**config.mk**
```make
export PLATFORM = sky130hd
export DESIGN_NAME = tod_clock
export DESIGN_NICKNAME = d
export VERILOG_FILES = /design/src/rtl/tod_pkg.sv /design/src/rtl/tod_frac_step.sv /design/src/rtl/tod_time_reg.sv /design/src/rtl/tod_pulse_fsm.sv /design/src/rtl/tod_clock.sv
export SDC_FILE = /design/constraint.sdc
export NUM_CORES = 1
export LEC_CHECK = 0
export ABC_CLOCK_PERIOD_IN_PS = 7600
export BUFFER_PORTS_ARGS = -buffer_cell sky130_fd_sc_hd__clkbuf_2
export CAP_MARGIN = 25
export CELL_PAD_IN_SITES_DETAIL_PLACEMENT = 0
export CELL_PAD_IN_SITES_GLOBAL_PLACEMENT = 1
export CORE_ASPECT_RATIO = 0.75
export CORE_MARGIN = 1.5
export CORE_UTILIZATION = 45
export CTS_BUF_LIST = sky130_fd_sc_hd__clkbuf_2 sky130_fd_sc_hd__clkbuf_4 sky130_fd_sc_hd__clkbuf_8
export DETAILED_ROUTE_END_ITERATION = 8
export PLACE_DENSITY_LB_ADDON = 0.25
export SYNTH_ARGS = -nofsm -noshare
export SYNTH_HDL_FRONTEND = slang
export SYNTH_SLANG_ARGS = --single-unit
export TNS_END_PERCENT = 20
```
**constraint.sdc**
```tcl
create_clock -name clk -period 7.6 [get_ports clk]
set_clock_uncertainty 0.05 [all_clocks]
set_input_delay 0.76 -clock clk [delete_from_list [all_inputs] [get_ports clk]]
set_output_delay 0.76 -clock clk [all_outputs]
set_load 0.1 [all_outputs]
```
**src/rtl/tod_pkg.sv**
```systemverilog
package tod_pkg;
    parameter int SEC_W   = 32;
    parameter int NS_W    = 30;
    parameter int FRAC_W  = 32;
    parameter int WID_W   = 32;
    parameter int BASE_NS = 8;
    parameter int STEP_W  = $clog2(BASE_NS + 2) + 1;
    localparam logic [NS_W:0] NS_PER_SEC = (NS_W+1)'(1_000_000_000);

    typedef enum logic [1:0] {
        PS_IDLE,
        PS_SEEK,
        PS_WAIT,
        PS_HIGH
    } pulse_state_e;
endpackage

```
**src/rtl/tod_frac_step.sv**
```systemverilog
module tod_frac_step
    import tod_pkg::*;
(
    input  logic                     clk,
    input  logic                     rst_n,
    input  logic                     clear,
    input  logic signed [FRAC_W-1:0] adj,
    output logic [STEP_W-1:0]        step_ns
);
    logic [FRAC_W-1:0] frac_q;
    logic [FRAC_W+1:0] sum;
    logic [1:0]        carry;

    always_comb begin
        sum   = {2'b00, frac_q} + {{2{adj[FRAC_W-1]}}, adj};
        carry = sum[FRAC_W+1:FRAC_W];
        unique case (carry)
            2'b01:   step_ns = STEP_W'(BASE_NS + 1);
            2'b11:   step_ns = STEP_W'(BASE_NS - 1);
            default: step_ns = STEP_W'(BASE_NS);
        endcase
    end

    always_ff @(posedge clk) begin
        if (!rst_n || clear) frac_q <= '0;
        else                 frac_q <= sum[FRAC_W-1:0];
    end

    p_zero_trim_r2: assert property (@(posedge clk) disable iff (!rst_n)
        (adj == 0) |-> (step_ns == STEP_W'(BASE_NS)));
    p_pos_trim_r3: assert property (@(posedge clk) disable iff (!rst_n)
        (adj >= 0) |-> (step_ns >= STEP_W'(BASE_NS)));
    p_neg_trim_r4: assert property (@(posedge clk) disable iff (!rst_n)
        (adj < 0) |-> (step_ns <= STEP_W'(BASE_NS)));
endmodule

```
**src/rtl/tod_time_reg.sv**
```systemverilog
module tod_time_reg
    import tod_pkg::*;
(
    input  logic              clk,
    input  logic              rst_n,
    input  logic [STEP_W-1:0] step_ns,
    input  logic              wr_en,
    input  logic [SEC_W-1:0]  wr_sec,
    input  logic [NS_W-1:0]   wr_ns,
    input  logic              rd_req,
    output logic [SEC_W-1:0]  cur_sec,
    output logic [NS_W-1:0]   cur_ns,
    output logic [SEC_W-1:0]  rd_sec,
    output logic [NS_W-1:0]   rd_ns
);
    logic [NS_W:0] ns_sum;
    logic          wrap;

    always_comb begin
        ns_sum = {1'b0, cur_ns} + (NS_W+1)'(step_ns);
        wrap   = (ns_sum >= NS_PER_SEC);
    end

    always_ff @(posedge clk) begin
        if (!rst_n) begin
            cur_sec <= '0;
            cur_ns  <= '0;
        end else if (wr_en) begin
            cur_sec <= wr_sec;
            cur_ns  <= wr_ns;
        end else if (wrap) begin
            cur_sec <= cur_sec + 1'b1;
            cur_ns  <= NS_W'(ns_sum - NS_PER_SEC);
        end else begin
            cur_ns  <= ns_sum[NS_W-1:0];
        end
    end

    always_ff @(posedge clk) begin
        if (!rst_n) begin
            rd_sec <= '0;
            rd_ns  <= '0;
        end else if (rd_req) begin
            rd_sec <= cur_sec;
            rd_ns  <= cur_ns;
        end
    end

    p_ns_range_r5: assert property (@(posedge clk) disable iff (!rst_n)
        ({1'b0, cur_ns} < NS_PER_SEC));
    p_sec_monotone_r5: assert property (@(posedge clk) disable iff (!rst_n)
        !wr_en |=> ((cur_sec == $past(cur_sec)) || (cur_sec == $past(cur_sec) + 1'b1)));
    p_write_load_r6: assert property (@(posedge clk) disable iff (!rst_n)
        wr_en |=> ((cur_sec == $past(wr_sec)) && (cur_ns == $past(wr_ns))));
    p_snapshot_hold_r7: assert property (@(posedge clk) disable iff (!rst_n)
        !rd_req |=> ($stable(rd_sec) && $stable(rd_ns)));
endmodule

```
**src/rtl/tod_pulse_fsm.sv**
```systemverilog
module tod_pulse_fsm
    import tod_pkg::*;
(
    input  logic             clk,
    input  logic             rst_n,
    input  logic             en,
    input  logic             realign,
    input  logic [SEC_W-1:0] realign_sec,
    input  logic [SEC_W-1:0] cur_sec,
    input  logic [NS_W-1:0]  cur_ns,
    input  logic [NS_W-1:0]  period,
    input  logic [WID_W-1:0] width,
    output logic             pulse_out
);
    pulse_state_e     state_q, state_d;
    logic [SEC_W-1:0] tgt_sec_q;
    logic [NS_W-1:0]  tgt_ns_q;
    logic [WID_W-1:0] cnt_q;
    logic [WID_W-1:0] width_eff;
    logic [NS_W:0]    tgt_sum;
    logic             crossed;
    logic             load_cnt;

    always_comb begin
        crossed = (cur_sec > tgt_sec_q) ||
                  ((cur_sec == tgt_sec_q) && (cur_ns >= tgt_ns_q));
        tgt_sum = {1'b0, tgt_ns_q} + {1'b0, period};
        if (width != '0)
            width_eff = width;
        else if ((period / NS_W'(2 * BASE_NS)) != '0)
            width_eff = WID_W'(period / NS_W'(2 * BASE_NS));
        else
            width_eff = WID_W'(1);
    end

    always_comb begin
        state_d = state_q;
        unique case (state_q)
            PS_IDLE: if (en)                state_d = PS_SEEK;
            PS_SEEK: if (!crossed)          state_d = PS_WAIT;
            PS_WAIT: if (crossed)           state_d = PS_HIGH;
            PS_HIGH: if (crossed)           state_d = PS_HIGH;
                     else if (cnt_q == '0)  state_d = PS_WAIT;
            default:                        state_d = PS_IDLE;
        endcase
        if (!en)
            state_d = PS_IDLE;
        else if (realign)
            state_d = PS_SEEK;
        load_cnt = (state_d == PS_HIGH) && crossed;
    end

    always_ff @(posedge clk) begin
        if (!rst_n) state_q <= PS_IDLE;
        else        state_q <= state_d;
    end

    always_ff @(posedge clk) begin
        if (!rst_n) begin
            tgt_sec_q <= '0;
            tgt_ns_q  <= '0;
            cnt_q     <= '0;
        end else begin
            if (en && realign) begin
                tgt_sec_q <= realign_sec;
                tgt_ns_q  <= '0;
            end else if (en && state_q == PS_IDLE) begin
                tgt_sec_q <= cur_sec;
                tgt_ns_q  <= '0;
            end else if (en && state_q != PS_IDLE && crossed) begin
                if (tgt_sum >= NS_PER_SEC) begin
                    tgt_sec_q <= tgt_sec_q + 1'b1;
                    tgt_ns_q  <= NS_W'(tgt_sum - NS_PER_SEC);
                end else begin
                    tgt_ns_q  <= tgt_sum[NS_W-1:0];
                end
            end
            if (load_cnt)                cnt_q <= width_eff - 1'b1;
            else if (state_q == PS_HIGH && cnt_q != '0) cnt_q <= cnt_q - 1'b1;
        end
    end

    always_comb begin
        pulse_out = (state_q == PS_HIGH);
    end

    p_fire_on_cross_r8: assert property (@(posedge clk) disable iff (!rst_n)
        (state_q == PS_WAIT && crossed && en && !realign) |=> pulse_out);
    p_hold_high_r10: assert property (@(posedge clk) disable iff (!rst_n)
        (pulse_out && cnt_q != '0 && en && !realign) |=> pulse_out);
    p_rise_needs_en_r9: assert property (@(posedge clk) disable iff (!rst_n)
        $rose(pulse_out) |-> $past(en));
    p_off_low_r12: assert property (@(posedge clk) disable iff (!rst_n)
        !en |=> !pulse_out);
endmodule

```
**src/rtl/tod_clock.sv**
```systemverilog
module tod_clock
    import tod_pkg::*;
(
    input  logic                     clk,
    input  logic                     rst_n,
    input  logic signed [FRAC_W-1:0] adj_frac,
    input  logic                     wr_en,
    input  logic [SEC_W-1:0]         wr_sec,
    input  logic [NS_W-1:0]          wr_ns,
    input  logic                     rd_req,
    output logic [SEC_W-1:0]         rd_sec,
    output logic [NS_W-1:0]          rd_ns,
    input  logic                     pulse_en,
    input  logic [NS_W-1:0]          pulse_period,
    input  logic [WID_W-1:0]         pulse_width,
    output logic                     pulse_out
);
    logic [STEP_W-1:0] step_ns;
    logic [SEC_W-1:0]  cur_sec;
    logic [NS_W-1:0]   cur_ns;

    tod_frac_step u_frac (
        .clk     (clk),
        .rst_n   (rst_n),
        .clear   (wr_en),
        .adj     (adj_frac),
        .step_ns (step_ns)
    );

    tod_time_reg u_time (
        .clk     (clk),
        .rst_n   (rst_n),
        .step_ns (step_ns),
        .wr_en   (wr_en),
        .wr_sec  (wr_sec),
        .wr_ns   (wr_ns),
        .rd_req  (rd_req),
        .cur_sec (cur_sec),
        .cur_ns  (cur_ns),
        .rd_sec  (rd_sec),
        .rd_ns   (rd_ns)
    );

    tod_pulse_fsm u_pulse (
        .clk         (clk),
        .rst_n       (rst_n),
        .en          (pulse_en),
        .realign     (wr_en),
        .realign_sec (wr_sec),
        .cur_sec     (cur_sec),
        .cur_ns      (cur_ns),
        .period      (pulse_period),
        .width       (pulse_width),
        .pulse_out   (pulse_out)
    );
endmodule

```
## Word level (Yosys, flattened, before mapping)

Cells that the tools add are included.

- Flip-flop bits (word level): 252
- Output and inout port bits: 63
- Word-level logic and storage cells: 73

- $add $sub $neg: 9
- Magnitude comparators: 4
- Eq/ne operators: 7
- Multiplexer cells: 21
- Bitwise operators: 1
- Reductions and logical operators: 22

Operators with widths:

| cell | count |
|---|---|
| $mux 32 | 9 |
| $mux 30 | 3 |
| $add 32x1->32 const B | 2 |
| $reduce_bool 32->1 | 2 |
| $sub 32x1->32 const B | 2 |
| $ge 31x30->1 const B | 2 |
| $sub 30x30->30 const B | 2 |
| $add 33x32->34 | 1 |
| $eq 32x32->1 | 1 |
| $gt 32x32->1 | 1 |
| $logic_not 32->1 | 1 |
| $add 30x30->31 | 1 |
| $add 30x4->31 | 1 |
| $ge 30x30->1 | 1 |
| $reduce_bool 30->1 | 1 |
| $mux 26 | 1 |
| $mux 2 | 6 |
| $eq 2x2->1 const B | 4 |
| $pmux 2 s4 | 1 |
| $pmux 4 s2 | 1 |
| $logic_and 1x1->1 | 7 |
| $reduce_bool 2->1 | 3 |
| $reduce_bool 3->1 | 2 |
| $eq 2x1->1 const B | 2 |
| 6 further kinds | 7 |

## Depth between registers and ports, before layout

Gate-level depths: netlist of the first run.

- Word-level depth: 10
- Gate-level depth with buffers: 27

## By module

From an unflattened synthesis of the first run, not the netlist that was laid out.

- Cell total of the unflattened synthesis: 2658
- Area, all modules: 20743.6 µm²

By module, submodules not included:

| module | instances | cells an instance | area each (µm²) | sequential area each (µm²) |
|---|---|---|---|---|
| tod_pulse_fsm | 1 | 1498 | 10889.2 | 1921.8 |
| tod_time_reg | 1 | 802 | 6962.9 | 2482.4 |
| tod_frac_step | 1 | 358 | 2891.5 | 640.6 |

## Worst setup path before layout of the first run

No wires, ideal clock.

- Path type: input port to flip-flop
- From: input adj_frac[0]
- To: register u_time.cur_ns[17]
- Setup time: 0.122 ns
- Data arrival time: 6.277 ns
- Data required time: 7.428 ns
- Setup slack: 1.151 ns
- Stages on the path: 25
- Path buffers: 2
- Path through: ha_1 > fa_1 > a211oi_1 > nor2_1 > o31ai_1 > a21oi_1 > a21o_4 > nor4_4 > nor2_1 > xnor2_1 > ha_1 > nor2_1 > or3_1 > o311a_1 > or2_2 > a221oi_2 > ha_1 > o2bb2ai_2 > a32oi_2 > o31ai_4 > o21ai_2 > buf_2 > buf_2 > nor4_1 > a311o_1

- Cells in the longest elaborated chain, start to end: 7
- Elaborated cells on any way between the ends: 9
- Classes of those cells: add/sub (3); order compare (1); eq/ne (2); mux (3)

RTL lines:

| what | RTL line | source |
|---|---|---|
| start, declared | tod_clock.sv:6 | `input logic signed [FRAC_W-1:0] adj_frac,` |
| $add 33x32->34 (*) | tod_frac_step.sv:15 | `sum = {2'b00, frac_q} + {{2{adj[FRAC_W-1]}}, adj};` |
| $eq 2x2->1 / $eq 2x1->1 (equally long branches) | tod_frac_step.sv:17 | `unique case (carry)` |
| $pmux 4 s2 (*) | tod_frac_step.sv:17 |  |
| $add 30x4->31 (*) | tod_time_reg.sv:20 | `ns_sum = {1'b0, cur_ns} + (NS_W+1)'(step_ns);` |
| $sub 30x30->30 / $ge 31x30->1 (equally long branches) | tod_time_reg.sv:33, tod_time_reg.sv:21 |  |
| $mux 30 (*) | tod_time_reg.sv:31 | `end else if (wrap) begin` |
| $mux 30 (*) | tod_time_reg.sv:28 | `end else if (wr_en) begin` |
| end signal, assigned | tod_time_reg.sv:30 | `cur_ns <= wr_ns;` |
| end signal, assigned | tod_time_reg.sv:33 | `cur_ns <= NS_W'(ns_sum - NS_PER_SEC);` |
| end signal, assigned | tod_time_reg.sv:35 | `cur_ns <= ns_sum[NS_W-1:0];` |
| end, declared | tod_time_reg.sv:12 | `output logic [NS_W-1:0] cur_ns,` |

Every way passes the cells marked *; elsewhere a longest branch is shown, timed or not.
A chain may end at the register's enable or synchronous reset.

## Worst setup path after layout of the first run

- From: register u_frac.frac_q[0]
- To: register u_time.cur_sec[18]

- Cells in the longest elaborated chain, start to end: 6
- Elaborated cells on any way between the ends: 7
- Classes of those cells: add/sub (2); order compare (1); eq/ne (2); mux (1); reduce/logical (1)

RTL lines:

| what | RTL line | source |
|---|---|---|
| start, declared | tod_frac_step.sv:10 | `logic [FRAC_W-1:0] frac_q;` |
| start signal, assigned | tod_frac_step.sv:26 | `else frac_q <= sum[FRAC_W-1:0];` |
| $add 33x32->34 (*) | tod_frac_step.sv:15 |  |
| $eq 2x2->1 / $eq 2x1->1 (equally long branches) | tod_frac_step.sv:17 |  |
| $pmux 4 s2 (*) | tod_frac_step.sv:17 |  |
| $add 30x4->31 (*) | tod_time_reg.sv:20 |  |
| $ge 31x30->1 (*) | tod_time_reg.sv:21 | `wrap = (ns_sum >= NS_PER_SEC);` |
| $reduce_bool 2->1 (no line) (*) | -- |  |
| end signal, assigned | tod_time_reg.sv:29 | `cur_sec <= wr_sec;` |
| end signal, assigned | tod_time_reg.sv:32 | `cur_sec <= cur_sec + 1'b1;` |
| end, declared | tod_time_reg.sv:11 | `output logic [SEC_W-1:0] cur_sec,` |

Marks and branches as above.

==> flow_metrics.py, run 1 <==
metrics = {
    "power_and_ir_drop": {
        "p_int_uw": 2580,
        "vdd_drop_max_mv": 0.122,
        "power.share.clock_pct": 36.2,
        "powerDensity_nw_per_um2": 183,
        "leakage_uw": 0.00909,
        "combPwrFrac_pct": 25.7,
        "pwr-share-seq_pct": 38.0,
        "switching_power_uw": 1330,
        "power_switching_share_pct": 34.0,
    },
    "synthesis": {
        "synth_nets": 2693,
        "ys_ff_latch": 252,
        "syn-cell-area_um2": 18800,
        "seq_area_frac_synth_pct": 26.8,
        "ys.flop_type": "dfxtp_1",
        "yosysWarnings": 0,
        "synth_area_leader_cell": "dfxtp_1",
        "synth_top_area_share_pct": 26.8,
        "synthCells": 2397,
        "syn_area_per_cell_um2": 7.85,
        "synth_area_leaders": "dfxtp_1, ha_1, nor2_1, mux2i_1, xnor2_1",
        "ys_types": 94,
        "synthArstFlopShare_pct": 0,
        "synth_edf_count": 0,
    },
    "drt": {
        "dr.pass1.iters": 5,
        "drt-total-wl_um": 60100,
        "vias_per_cell": 5.89,
        "wire_per_inst_um": 19.0,
        "drc": 0,
        "final_antenna_net_count": 0,
        "drtIter0Drc": 1443,
        "vias": 18600,
    },
    "placed_design": {
        "placed_cells": 3081,
        "globalplace.congestion": 0.939,
        "place_ws_ns": 0.484,
        "hpwl_um": 45100,
        "portBuffers": 223,
    },
    "final_layout": {
        "layout_commonest_cell": "nor2_1",
        "drive_gt1_share_pct": 14.6,
        "final_cells": 3161,
        "area_growth_syn_to_layout_pct": 13.9,
        "finalNetCount": 2866,
        "layout_common_cells": "nor2_1, dfxtp_1, clkbuf_2",
    },
    "global_route": {
        "antenna_found_initial": 2,
        "grt_first_pass_wirelength_um": 93400,
        "grt_start_max_net_pins": 71,
        "grt_overflow": 0,
        "grt.total_usage_pct": 26.8,
        "first_global_vias": 17200,
    },
    "floorplanning": {
        "dieWidth_um": 239,
        "chipHeight_um": 180,
        "ios": 224,
        "rows": 64,
        "die-area_um2": 43100,
        "core_um2": 41000,
        "start_util_pct": 45.9,
    },
    "run": {
        "drv_cap": 0,
    },
    "cts": {
        "cts_resized": 0,
        "clk_path_buf_depth": 3,
        "cts_tree": "yes",
        "path_clk_slew_ns": 0.06,
        "cts_sinks": 252,
        "cts_made_buffers": 45,
        "clk_latency_ns": 0.60,
        "cts-root-buf": "clkbuf_8",
        "post-cts-setup-buffer-count": 0,
        "hold_buffers": 0,
        "cts_htree_levels": 2,
    },
    "worst_hold_path": {
        "hold_class": "in2reg",
    },
    "outcome": {
        "outcome": "complete, no violations",
    },
    "worst_setup_path": {
        "path_class": "reg2reg",
        "path_max_fanout": 7,
        "arrival_ns": 7.07,
        "required_ns": 8.07,
        "end_kind": "register",
        "start_kind": "register",
    },
    "sta": {
        "worst_slack_ns": 1.00,
        "fin_crit_sh_pct": 86.8,
        "worst_pin_slew_ns": 0.988,
        "setup_viol": 0,
        "finalMaxSlewViolations": 0,
        "post-route-min-period_ns": 6.60,
        "finalHoldViolations": 0,
        "fmax_mhz": 152,
        "setup-tns-final_ns": 0,
        "max_slew_margin_pct": 34.1,
        "rsz0062_at_grt": "false",
    },
}
-- flip-flops by register name, summed over array words and instances, names as in the netlist --
signal and count:
u_frac.frac_q 32, u_pulse.cnt_q 32, u_pulse.tgt_sec_q 32, u_time.cur_sec 32, u_time.rd_sec 32, u_pulse.tgt_ns_q 30
u_time.cur_ns 30, u_time.rd_ns 30, u_pulse.state_q 2
-- layer usage --
layer  global-route usage [%]  share of wire, %  up-vias
li1                         -                 -     9163
met1                     38.2                48     8769
met2                     40.8                43      582
met3                     5.04               6.9      107
met4                     8.10               2.5        2
met5                        0             0.022        -
-- critical path, cell delays in order, from the launching register on --
cell	delay (ns)
dfxtp_1	0.30
ha_1	0.21
fa_1	0.44
a211oi_1	0.23
nor2_1	0.11
o31ai_1	0.29
a21oi_1	0.22
a21o_4	0.28
nor4_4	0.24
buf_4	0.20
nor2_1	0.12
xnor2_1	0.19
ha_1	0.22
nor2_1	0.08
or3_1	0.32
o311a_1	0.34
or2_2	0.31
a221oi_2	0.36
ha_1	0.29
o2bb2ai_2	0.09
a32oi_2	0.33
o31ai_4	0.16
o2111ai_1	0.64
mux2_2	0.41
o211ai_1	0.09
-- final cells by class --
type,instances,area (um2)
Fill cell,4049,19600
Multi-Input combinational cell,1917,12900
Sequential cell,252,5040
Timing Repair Buffer,252,1390
Clock buffer,68,848
Tap cell,561,702
Inverter,102,385
Clock inverter,8,124
Antenna cell,1,2.50
-- cells in the mapped netlist, types with 62 or more instances --
cell,instances
a211oi_1,103
inv_1,99
a21oi_1,157
a21o_1,62
nor2_1,297
nand2_1,135
clkbuf_1,100
dfxtp_1,252
nand3_1,86
nor3_1,63
mux2i_1,103
o21ai_0,114
xnor2_1,107
ha_1,133
-- power groups by stage --
stage               clock (uW)  combinational [uW]  sequential, uW
floorplan                    0                 652            1580
global placement             0                 973            1520
detailed placement           0                 991            1520
CTS                       1450                 997            1490
global route              1500                1110            1500
finish                    1420                1010            1490
-- final timing paths --
kind                                       start                              end  slack (ns)  cells after the start
setup / recovery     u_frac.frac_q[0]$_SDFF_PP0_  u_time.cur_sec[18]$_SDFFE_PN0P_        1.00                     24
hold / removal                         wr_ns[15]     u_time.cur_ns[15]$_SDFF_PN0_        0.33                      3
hold reg to reg   u_time.rd_sec[20]$_SDFFE_PN0P_   u_time.rd_sec[20]$_SDFFE_PN0P_        0.45                      2
setup reg to reg     u_frac.frac_q[0]$_SDFF_PP0_  u_time.cur_sec[18]$_SDFFE_PN0P_        1.00                     24
-- metrics by stage --
| stage | hold slack, ns | cell area [um2] | utilization, % | power, uW |
|---|---|---|---|---|
| floorplan | 0.399 | 18800 | - | 2230 |
| global placement | 0.423 | 20400 | 49.7 | 2490 |
| detailed placement | 0.435 | 20400 | 49.8 | 2510 |
| CTS | 0.306 | 21400 | 52.1 | 3930 |
| global route | 0.340 | 21400 | 52.3 | 4110 |
| finish | 0.334 | 21400 | 52.3 | 3920 |
-- logic make-up after synthesis --
kind of cell    count (synthesis)  synth area share (%)
compound gates                668                  24.3
xor+xnor                      148                  6.89
mux                           111                  5.96
flops                         252                  26.8
buf+inv                       228                  4.61
simple gates                  855                  22.4
fa+ha+maj                     135                  9.05
Power figures use the tool's default switching activity.
==> run 2, diff against run 1 <==
CTS_BUF_LIST = unset   (was sky130_fd_sc_hd__clkbuf_2 sky130_fd_sc_hd__clkbuf_4 sky130_fd_sc_hd__clkbuf_8)
SYNTH_HIERARCHICAL = 1   (was unset)
==> run 2 against run 1 <==
- global-route usage rose by 1.4 points
- clock power rose by 4%
- non-clock buffer count shrank 3
- combinational power barely moved
- sequential cell count did not move
- core utilization fell by 1.1 points
- critical endpoint is now u_time/cur_sec[19]$_SDFFE_PN0P_
==> flow_metrics.py, run 2 <==
metrics = {
    "cts": {
        "hold_buffers": 0,
        "cts_sinks": 252,
        "cts_htree_levels": 1,
        "cts_tree": "yes",
        "cts_made_buffers": 28,
        "post-cts-setup-buffer-count": 0,
        "clk_latency_ns": 0.58,
        "cts_resized": 0,
        "path_clk_slew_ns": 0.07,
        "cts-root-buf": "clkbuf_16",
        "clk_path_buf_depth": 3,
    },
    "floorplanning": {
        "chipHeight_um": 189,
        "rows": 67,
        "start_util_pct": 46.0,
        "dieWidth_um": 251,
        "ios": 224,
        "core_um2": 45100,
        "die-area_um2": 47400,
    },
    "drt": {
        "vias": 20600,
        "drt-total-wl_um": 69000,
        "wire_per_inst_um": 20.3,
        "final_antenna_net_count": 0,
        "drc": 0,
        "vias_per_cell": 6.07,
        "drtIter0Drc": 1560,
        "dr.pass1.iters": 6,
    },
    "synthesis": {
        "syn_area_per_cell_um2": 7.80,
        "synthCells": 2658,
        "synth_top_area_share_pct": 24.3,
        "synth_area_leader_cell": "dfxtp_1",
        "synth_nets": 2957,
        "seq_area_frac_synth_pct": 24.3,
        "syn-cell-area_um2": 20700,
        "synth_area_leaders": "dfxtp_1, ha_1, mux2i_1, nand2_1, xnor2_1",
        "ys_ff_latch": 252,
        "synth_edf_count": 0,
        "ys_types": 122,
        "ys.flop_type": "dfxtp_1",
        "yosysMostFrequentCell": "nand2_1",
        "synthArstFlopShare_pct": 0,
        "yosysWarnings": 6,
        "synthTopCellsByCount": "nand2_1, dfxtp_1, nor2_1",
    },
    "worst_setup_path": {
        "end_kind": "register",
        "r2r-start": "u_frac/frac_q[0]$_SDFF_PP0_",
        "required_ns": 8.01,
        "crit_slowest_cell": "fa_1",
        "reg2reg_to": "u_time/cur_sec[19]$_SDFFE_PN0P_",
        "path_class": "reg2reg",
        "start_kind": "register",
        "slowest_delay_ns": 0.44,
        "rrSetupSlack_ns": 1.04,
        "crit_chain": "ha_1 > fa_1 > a211oi_2 > o21ai_2 > o221ai_1 > o211a_1 > a31oi_2 > and2b_1 > or2_1 > ha_1 > fa_1 > a21oi_1 > o2bb2ai_1 > nand3_1 > mux2_2 > nor3_1 > a21boi_0 > a21o_1 > buf_4 > a2111oi_4 > buf_4 > nor2_1 > or3_1",
        "arrival_ns": 6.97,
        "path_max_fanout": 15,
        "rr_worst_depth": 23,
    },
    "global_route": {
        "grt_overflow": 0,
        "antenna_found_initial": 3,
        "grt_start_max_net_pins": 82,
        "grt.total_usage_pct": 28.3,
        "first_global_vias": 19100,
        "grt_first_pass_wirelength_um": 108000,
    },
    "sta": {
        "finalMaxSlewViolations": 0,
        "worst_slack_ns": 1.04,
        "fin_crit_sh_pct": 86.3,
        "fmax_mhz": 152,
        "setup-tns-final_ns": 0,
        "setup_viol": 0,
        "post-route-min-period_ns": 6.56,
        "hold_ws_ns": 0.382,
        "max_slew_margin_pct": 27.5,
        "finalHoldViolations": 0,
        "rsz0062_at_grt": "false",
        "worst_pin_slew_ns": 1.09,
    },
    "final_layout": {
        "area_growth_syn_to_layout_pct": 11.4,
        "nFillCells": 4475,
        "finalNetCount": 3088,
        "final_cells": 3397,
        "drive_gt1_share_pct": 13.9,
        "layout_commonest_cell": "nand2_1",
        "layout_common_cells": "nand2_1, dfxtp_1, clkbuf_2",
    },
    "placed_design": {
        "place_ws_ns": 0.544,
        "globalplace.congestion": 0.917,
        "placed_cells": 3342,
        "hpwl_um": 53300,
        "portBuffers": 223,
    },
    "power_and_ir_drop": {
        "powerDensity_nw_per_um2": 173,
        "vdd_drop_max_mv": 0.136,
        "leakage_uw": 0.00937,
    },
    "worst_hold_path": {
        "worstHoldEndpoint": "u_time/cur_ns[15]$_SDFF_PN0_",
        "min_from": "wr_ns[15]",
        "whs_path_depth": 3,
        "hold_class": "in2reg",
    },
    "run": {
        "drv_cap": 0,
    },
    "outcome": {
        "outcome": "complete, no violations",
    },
}
==> run 2: cell types whose count changed in the layout (fill, tap and decap cells not counted), moves of 22 or more <==
cell       before  now
clkbuf_8       54    3
nor2b_1        21   80
nand2_1       133  312
clkbuf_16       0   28
nor2_1        293  172
mux2i_1       103  125
a211oi_1      103   35
o21ai_0       114  169
==> run 2: critical path, delay by kind of cell (launching register included) <==
kind | cells | cell delay [ns]
AOI/OAI and AO/OA | 10 | 2.49
adders and majority gates | 4 | 1.28
buffers and inverters | 2 | 0.50
DFF | 1 | 0.31
muxes | 1 | 0.37
and+or+nand+nor | 6 | 1.45
==> run 2: worst max-delay path by stage <==
| stage | depth (start not counted) | slack, ns | startpoint | to |
|---|---|---|---|---|
| 3_5_place_dp | 24 | 0.54 | adj_frac[0] | u_time/cur_sec[19]$_SDFFE_PN0P_ |
| 6_report | 23 | 1.04 | u_frac/frac_q[0]$_SDFF_PP0_ | u_time/cur_sec[19]$_SDFFE_PN0P_ |
| 2_1_floorplan | 22 | 1.26 | adj_frac[0] | u_time/cur_sec[17]$_SDFFE_PN0P_ |
| 5_1_grt | 23 | 0.62 | u_frac/frac_q[0]$_SDFF_PP0_ | u_time/cur_sec[19]$_SDFFE_PN0P_ |
| 3_3_place_gp | 24 | 0.63 | adj_frac[0] | u_time/cur_sec[19]$_SDFFE_PN0P_ |
| 4_1_cts | 23 | 1.10 | u_frac/frac_q[0]$_SDFF_PP0_ | u_time/cur_sec[17]$_SDFFE_PN0P_ |
==> run 2: final cells by class <==
class	count	area, um2	area share, %
diodes	1	2.50	0.0108
clock buffers	37	764	3.31
clock inverters	14	210	0.910
inverters	99	372	1.61
multi-input cells	2159	14600	63.3
flip-flops and latches	252	5040	21.8
well taps	586	733	3.17
repair buffers	249	1360	5.88
==> run 2: per-layer routing <==
layer,up-vias,part of all wire (%),track usage [%]
li1,10000,-,-
met1,9835,48,42.0
met2,679,43,43.0
met3,73,7.3,4.91
met4,2,1.5,4.59
met5,-,0.019,0
==> run 2: metrics by stage <==
| stage | instance area, um2 | power [uW] | util (%) |
|---|---|---|---|
| 3_5_place_dp | 22100 | 2540 | 49.0 |
| 6_report | 23100 | 4000 | 51.2 |
| 3_3_place_gp | 22100 | 2520 | 48.9 |
| 4_1_cts | 23100 | 4020 | 51.1 |
| 5_1_grt | 23100 | 4190 | 51.2 |
| 2_1_floorplan | 20700 | 2260 | - |
==> run 2: logic make-up after synthesis <==
group,Yosys count,synth area share (%)
AOI/OAI and AO/OA,706,23.5
xor gates and xnor gates,155,6.58
adders and majority gates,138,8.43
buffers and inverters,247,5.25
DFF,252,24.3
muxes,141,6.97
other,1,0.0181
and+or+nand+nor,1018,24.9
==> run 2: report_power, final <==
part / total, uW / switching (uW) / internal [uW]
clock network: 1470 / 595 / 877
registers: 1490 / 94.7 / 1390
logic: 1040 / 662 / 379
total: 4000 / 1350 / 2650
